`src/rtl/gia_pkg.sv`:
```
package gia_pkg;
  localparam int REG_W        = 32;
  localparam int GRP_STRIDE   = 4;
  localparam int OFS_STAT     = 0;
  localparam int OFS_EN_SET   = 1;
  localparam int OFS_EN_CLR   = 2;
  localparam int OFS_RESULT   = 3;
  localparam int BLK_SET_ADDR = 'h60;
  localparam int BLK_CLR_ADDR = 'h61;
  localparam int BLK_RD_ADDR  = 'h62;

  typedef struct packed {
    logic stat_clr;
    logic en_set;
    logic en_clr;
  } grp_wr_t;
endpackage

```
`src/rtl/gia_edge_sync.sv`:
```
module gia_edge_sync #(
  parameter int W = 8
) (
  input  logic         clk_i,
  input  logic         rst_ni,
  input  logic [W-1:0] async_i,
  output logic [W-1:0] rise_o
);
  logic [W-1:0] s1_q, s2_q, s3_q;

  always_ff @(posedge clk_i or negedge rst_ni) begin
    if (!rst_ni) begin
      s1_q <= '0;
      s2_q <= '0;
      s3_q <= '0;
    end else begin
      s1_q <= async_i;
      s2_q <= s1_q;
      s3_q <= s2_q;
    end
  end

  assign rise_o = s2_q & ~s3_q;
endmodule

```
`src/rtl/gia_group.sv`:
```
module gia_group
  import gia_pkg::*;
#(
  parameter int NUM_SRC   = 24,
  parameter bit DIRECT_EN = 1'b1
) (
  input  logic               clk_i,
  input  logic               rst_ni,
  input  logic [NUM_SRC-1:0] rise_i,
  input  grp_wr_t            wr_i,
  input  logic [NUM_SRC-1:0] wdata_i,
  output logic [NUM_SRC-1:0] stat_o,
  output logic [NUM_SRC-1:0] en_o,
  output logic [NUM_SRC-1:0] result_o,
  output logic               any_o,
  output logic [NUM_SRC-1:0] direct_o
);
  logic [NUM_SRC-1:0] stat_q, en_q, stat_clr, en_d;

  assign stat_clr = wr_i.stat_clr ? wdata_i : '0;

  always_comb begin
    en_d = en_q;
    if (wr_i.en_set) en_d = en_q | wdata_i;
    if (wr_i.en_clr) en_d = en_q & ~wdata_i;
  end

  always_ff @(posedge clk_i or negedge rst_ni) begin
    if (!rst_ni) begin
      stat_q <= '0;
      en_q   <= '0;
    end else begin
      // a fresh edge overrides a clear in the same cycle
      stat_q <= (stat_q & ~stat_clr) | rise_i;
      en_q   <= en_d;
    end
  end

  assign stat_o   = stat_q;
  assign en_o     = en_q;
  assign result_o = stat_q & en_q;
  assign any_o    = |result_o;

  generate
    if (DIRECT_EN) begin : g_direct
      assign direct_o = result_o;
    end else begin : g_no_direct
      assign direct_o = '0;
    end
  endgenerate
endmodule

```
`src/rtl/gia_blk_en.sv`:
```
module gia_blk_en
  import gia_pkg::*;
#(
  parameter int FIRST_GRP = 8,
  parameter int NUM_GRP   = 19
) (
  input  logic               clk_i,
  input  logic               rst_ni,
  input  logic               set_i,
  input  logic               clr_i,
  input  logic [REG_W-1:0]   wdata_i,
  output logic [NUM_GRP-1:0] blk_o,
  output logic [REG_W-1:0]   word_o
);
  localparam int HI = FIRST_GRP + NUM_GRP - 1;

  logic [NUM_GRP-1:0] blk_q, sel;

  assign sel = wdata_i[HI:FIRST_GRP];

  always_ff @(posedge clk_i or negedge rst_ni) begin
    if (!rst_ni)    blk_q <= '0;
    else if (set_i) blk_q <= blk_q | sel;
    else if (clr_i) blk_q <= blk_q & ~sel;
  end

  assign blk_o  = blk_q;
  assign word_o = REG_W'(blk_q) << FIRST_GRP;
endmodule

```
`src/rtl/gia_ctrl.sv`:
```
module gia_ctrl
  import gia_pkg::*;
#(
  parameter int                 FIRST_GRP      = 8,
  parameter int                 NUM_GRP        = 19,
  parameter int                 NUM_SRC        = 24,
  parameter int                 ADDR_W         = 8,
  parameter logic [NUM_GRP-1:0] AGGR_ONLY_MASK = 19'h7001F
) (
  input  logic                       clk_i,
  input  logic                       rst_ni,
  input  logic [NUM_GRP*NUM_SRC-1:0] src_i,
  input  logic                       req_i,
  input  logic                       we_i,
  input  logic [ADDR_W-1:0]          addr_i,
  input  logic [REG_W-1:0]           wdata_i,
  output logic                       rvalid_o,
  output logic [REG_W-1:0]           rdata_o,
  output logic [NUM_GRP-1:0]         aggr_o,
  output logic [NUM_GRP*NUM_SRC-1:0] direct_o
);
  localparam int SRC_TOT = NUM_GRP * NUM_SRC;
  localparam int SEL_W   = ADDR_W - 2;

  logic [SRC_TOT-1:0] rise;
  logic [SEL_W-1:0]   grp_sel;
  logic [1:0]         ofs;
  logic               wr, rd;
  logic [NUM_GRP-1:0] blk_en, grp_any;
  logic [REG_W-1:0]   blk_word, rdata_d, rdata_q;
  logic               rvalid_q;

  logic [NUM_SRC-1:0] stat_w   [NUM_GRP];
  logic [NUM_SRC-1:0] en_w     [NUM_GRP];
  logic [NUM_SRC-1:0] result_w [NUM_GRP];

  assign grp_sel = addr_i[ADDR_W-1:2];
  assign ofs     = addr_i[1:0];
  assign wr      = req_i & we_i;
  assign rd      = req_i & ~we_i;

  gia_edge_sync #(.W(SRC_TOT)) u_sync (
    .clk_i  (clk_i),
    .rst_ni (rst_ni),
    .async_i(src_i),
    .rise_o (rise)
  );

  generate
    for (genvar g = 0; g < NUM_GRP; g++) begin : g_grp
      grp_wr_t wr_g;
      logic    hit;

      assign hit          = wr && (int'(grp_sel) == g);
      assign wr_g.stat_clr = hit && (int'(ofs) == OFS_STAT);
      assign wr_g.en_set   = hit && (int'(ofs) == OFS_EN_SET);
      assign wr_g.en_clr   = hit && (int'(ofs) == OFS_EN_CLR);

      gia_group #(
        .NUM_SRC  (NUM_SRC),
        .DIRECT_EN(!AGGR_ONLY_MASK[g])
      ) u_grp (
        .clk_i   (clk_i),
        .rst_ni  (rst_ni),
        .rise_i  (rise[g*NUM_SRC +: NUM_SRC]),
        .wr_i    (wr_g),
        .wdata_i (wdata_i[NUM_SRC-1:0]),
        .stat_o  (stat_w[g]),
        .en_o    (en_w[g]),
        .result_o(result_w[g]),
        .any_o   (grp_any[g]),
        .direct_o(direct_o[g*NUM_SRC +: NUM_SRC])
      );
    end
  endgenerate

  gia_blk_en #(
    .FIRST_GRP(FIRST_GRP),
    .NUM_GRP  (NUM_GRP)
  ) u_blk (
    .clk_i  (clk_i),
    .rst_ni (rst_ni),
    .set_i  (wr && (addr_i == ADDR_W'(BLK_SET_ADDR))),
    .clr_i  (wr && (addr_i == ADDR_W'(BLK_CLR_ADDR))),
    .wdata_i(wdata_i),
    .blk_o  (blk_en),
    .word_o (blk_word)
  );

  assign aggr_o = grp_any & blk_en;

  always_comb begin
    rdata_d = '0;
    for (int g = 0; g < NUM_GRP; g++) begin
      if (int'(grp_sel) == g) begin
        unique case (int'(ofs))
          OFS_STAT:   rdata_d = REG_W'(stat_w[g]);
          OFS_RESULT: rdata_d = REG_W'(result_w[g]);
          default:    rdata_d = REG_W'(en_w[g]);
        endcase
      end
    end
    if (addr_i == ADDR_W'(BLK_SET_ADDR) || addr_i == ADDR_W'(BLK_CLR_ADDR) ||
        addr_i == ADDR_W'(BLK_RD_ADDR))
      rdata_d = blk_word;
  end

  always_ff @(posedge clk_i or negedge rst_ni) begin
    if (!rst_ni) begin
      rdata_q  <= '0;
      rvalid_q <= 1'b0;
    end else begin
      rvalid_q <= rd;
      if (rd) rdata_q <= rdata_d;
    end
  end

  assign rvalid_o = rvalid_q;
  assign rdata_o  = rdata_q;
endmodule

```
`config.mk`:
```
export PLATFORM = sky130hd
export DESIGN_NAME = gia_ctrl
export DESIGN_NICKNAME = d
export VERILOG_FILES = /design/src/rtl/gia_pkg.sv /design/src/rtl/gia_edge_sync.sv /design/src/rtl/gia_group.sv /design/src/rtl/gia_blk_en.sv /design/src/rtl/gia_ctrl.sv
export SDC_FILE = /design/constraint.sdc
export NUM_CORES = 2
export LEC_CHECK = 0
export BUFFER_PORTS_ARGS = -buffer_cell sky130_fd_sc_hd__buf_2
export CELL_PAD_IN_SITES_DETAIL_PLACEMENT = 1
export CELL_PAD_IN_SITES_GLOBAL_PLACEMENT = 2
export CORE_MARGIN = 5
export CORE_UTILIZATION = 38
export DETAILED_ROUTE_END_ITERATION = 7
export GPL_TIMING_DRIVEN = 0
export PLACE_DENSITY_LB_ADDON = 0.1
export SLEW_MARGIN = 20
export SYNTH_ARGS = -nofsm -noshare
export SYNTH_HDL_FRONTEND = slang
export SYNTH_SLANG_ARGS = --single-unit
```
`constraint.sdc`:
```
create_clock -name clk_i -period 2.85 [get_ports clk_i]
set_clock_uncertainty 0.1 [all_clocks]
set_input_delay 0.285 -clock clk_i [delete_from_list [all_inputs] [get_ports clk_i]]
set_output_delay 0.285 -clock clk_i [all_outputs]
set_load 0.1 [all_outputs]
```
==> flow_metrics.py <==
metrics = {
    "clocking": {
        "htree_num_levels": 4,
        "clock_tree.root_cell": "clkbuf_16",
        "clk_path_buf_depth": 3,
        "cts-buffers-inserted": 240,
        "cts_tree": "yes",
        "clk_latency_ps": 920,
        "cts_num_sinks": 2327,
        "cts.clk_slew.worst_paths_ps": 70,
    },
    "synth": {
        "yosysUniqueCellTypes": 66,
        "netlist.area_leader.share_pct": 65.5,
        "postSynth.asyncResetShare_pct": 100,
        "synthDominantAreaCellType": "dfrtp_1",
        "synth_edf_count": 0,
        "synth-seq-area-share_pct": 65.5,
        "ys.flop_type": "dfrtp_1",
        "synthCells": 8429,
        "yosysWarnings": 0,
        "avgSynthCellArea_sq_um": 10.5,
        "synth_area_leaders": "dfrtp_1 (66%), nand2_1 (9.0%), o21ai_0 (4.1%)",
        "synthesis.area_sq_um": 88900,
        "ys_ff_latch": 2327,
    },
    "grt": {
        "grt_usage_pct": 46.0,
        "grt_pass1_wl_um": 761000,
        "grt_max_degree": 146,
        "grt_pass1_vias": 87900,
        "antenna_found_initial": 81,
        "grt_overflow": 0,
    },
    "die": {
        "start_util_pct": 38.2,
        "core_sq_um": 233000,
        "dieWidth_um": 494,
        "io_pins": 1008,
        "dieArea_sq_um": 244000,
        "num_rows": 177,
        "die_h_um": 494,
    },
    "layout": {
        "syn_to_final_growth_pct": 37.7,
        "final_common_cell": "dfrtp_1",
        "post-route-util_pct": 52.6,
        "fin_nets": 11300,
        "drive_above_1_share_pct": 22.5,
        "layout.cells.most_common_list": "dfrtp_1 (2249), nand2_1 (2130), dlygate4sd3_1 (939), buf_2 (857), o21ai_0 (716)",
    },
    "timing": {
        "min_period_ps": 3800,
        "rsz0062_at_grt": "true",
        "fmax_mhz": 263,
        "worst_slew_pin_slew_ps": 1380,
        "setup_ws_ps": -954,
        "hold_viol_final": 228,
        "finalMaxSlewViolations": 0,
        "tns_ps": -12290,
        "relSlewSlack_pct": 8.02,
        "timing.hold.ws_ps": -683,
        "setup_viol": 66,
        "fin_crit_sh_pct": 133,
    },
    "worst_setup_path": {
        "r2r_slack_ps": -270,
        "worstPathArrival_ps": 3420,
        "critical-path-slowest-cell": "or4_4",
        "criticalPathCategory": "reg -> out",
        "max_stage_delay_ps": 610,
        "worst_setup_path_end_kind": "primary output",
        "crit_end": "aggr_o[10]",
        "crit_top_cell": "or4_4",
        "start_kind": "register",
        "r2r_cells": 7,
        "worstPathRequired_ps": 2470,
        "r2r_start": "g_grp[1].u_grp.stat_o[2]$_DFF_PN0_",
        "startpoint": "g_grp[10].u_grp.stat_o[10]$_DFF_PN0_",
        "path_cells": "and2_4 > or4_4 > or4_4 > o41a_4 > buf_12",
        "r2r_end": "rdata_o[2]$_DFFE_PN0P_",
        "cp_max_fo": 2,
    },
    "outcome": {
        "violations": "negative hold slack, negative setup slack",
        "status": "finished, violations left",
    },
    "routing": {
        "drcViolationCount": 0,
        "viasPerCell": 5.94,
        "dr.pass1.iters": 6,
        "ant_nets": 0,
        "vias": 84500,
        "drt_wl_total_um": 573000,
        "post_drt_wl_per_cell_um": 40.3,
        "drt-initial-drc-count": 10400,
    },
    "power_and_ir_drop": {
        "p_leak_nw": 58.6,
        "powerDensity_nw_per_um2": 672,
        "total_power_w": 0.0822,
        "vdd_drop_max_mv": 0.513,
    },
    "place": {
        "gp_congestion": 1.05,
        "place_ws_ps": -2750,
        "dp_hpwl_um": 402000,
        "place.port_buffers": 779,
    },
    "min_path": {
        "hold_path_class": "in -> async",
    },
    "flow_run": {
        "drv_cap": 0,
    },
}
[kinds of logic after synthesis]
logic type / Yosys count / share of synthesized area [%]
AOI/OAI and AO/OA: 2123 / 14.9
xor gates and xnor gates: 2 / 0.0197
adders and majority gates: 5 / 0.0704
buffers and inverters: 1184 / 6.03
DFF: 2327 / 65.5
other: 1 / 0.00422
and+or+nand+nor: 2787 / 13.4
[where the power goes]
group          internal, W  total [W]  switching [W]  leakage, nW
combinational      0.00315     0.0118        0.00862         27.6
clock               0.0198     0.0351         0.0153         4.17
sequential          0.0343     0.0353       0.000992         26.8
[cell usage after synthesis, types with 13 or more instances]
library cell  number
nand3_1           37
o22ai_1           89
nor2b_1           17
o21ai_0          723
nand2_1         2138
a31oi_1          195
a21o_1            55
or3_1             18
nor3_1            84
a22oi_1          327
a22o_1            23
o2bb2ai_1         13
nor2_1            69
clkbuf_1         303
a221o_1           31
inv_1            472
and2_1           284
buf_4            200
or4_1             76
o22a_1            17
buf_1             79
or2_2             23
a21oi_1          388
buf_2            128
o21ai_1           17
o32ai_1           16
a221oi_1         140
dfrtp_1         2327
[area by class of cell]
type                    count  area, sq um
well taps                3132         3920
plain buffers             706         4340
clock inverters           119         1600
multi-input cells        5114        28100
repair buffers           1973        17200
diodes                     54          135
flip-flops and latches   2327        58300
clock buffers             336         6960
fillers                 24900       110000
inverters                 473         1780
[what timing repair did]
action                                   CTS  global route
cloned                                     0             1
gates resized for setup                  611           183
pin swaps                                105            52
buffers inserted                         130            17
hold endpoints to repair                1153           134
hold buffers                             942             1
endpoints found under the setup margin   471           579
[worst min-delay path by stage]
stage,start,to
final,rst_ni,u_sync.s3_q[32]$_DFF_PN0_
after CTS,rst_ni,u_sync.s3_q[86]$_DFF_PN0_
after global placement,u_sync.s1_q[331]$_DFF_PN0_,u_sync.s2_q[331]$_DFF_PN0_
after floorplan,rst_ni,asynchronous set/reset pin
after global routing,rst_ni,u_sync.s3_q[37]$_DFF_PN0_
after detailed placement,u_sync.s1_q[38]$_DFF_PN0_,u_sync.s2_q[38]$_DFF_PN0_
[worst max-delay path, delay by kind of cell (launching register included)]
kind,cells,cell delay (ps)
buffers and inverters,1,200
flip-flops,1,510
AND/OR/NAND/NOR,3,1330
AO/OA/AOI/OAI,1,470
[metal layers]
| metal | wire, um | track usage [%] | share of wire [%] |
|---|---|---|---|
| met2 | 251000 | 69.7 | 44 |
| met1 | 209000 | 56.0 | 37 |
| met3 | 57100 | 12.5 | 10 |
| met5 | 104 | 0 | 0.018 |
| met4 | 55900 | 34.9 | 9.7 |
[metrics by stage]
step,instance area (sq um),instances
floorplan,89800,8625
global placement,97600,12500
detailed placement,100000,12600
CTS,121000,14200
global route,122000,14200
finish,122000,14200
Power figures use the tool's default switching activity.
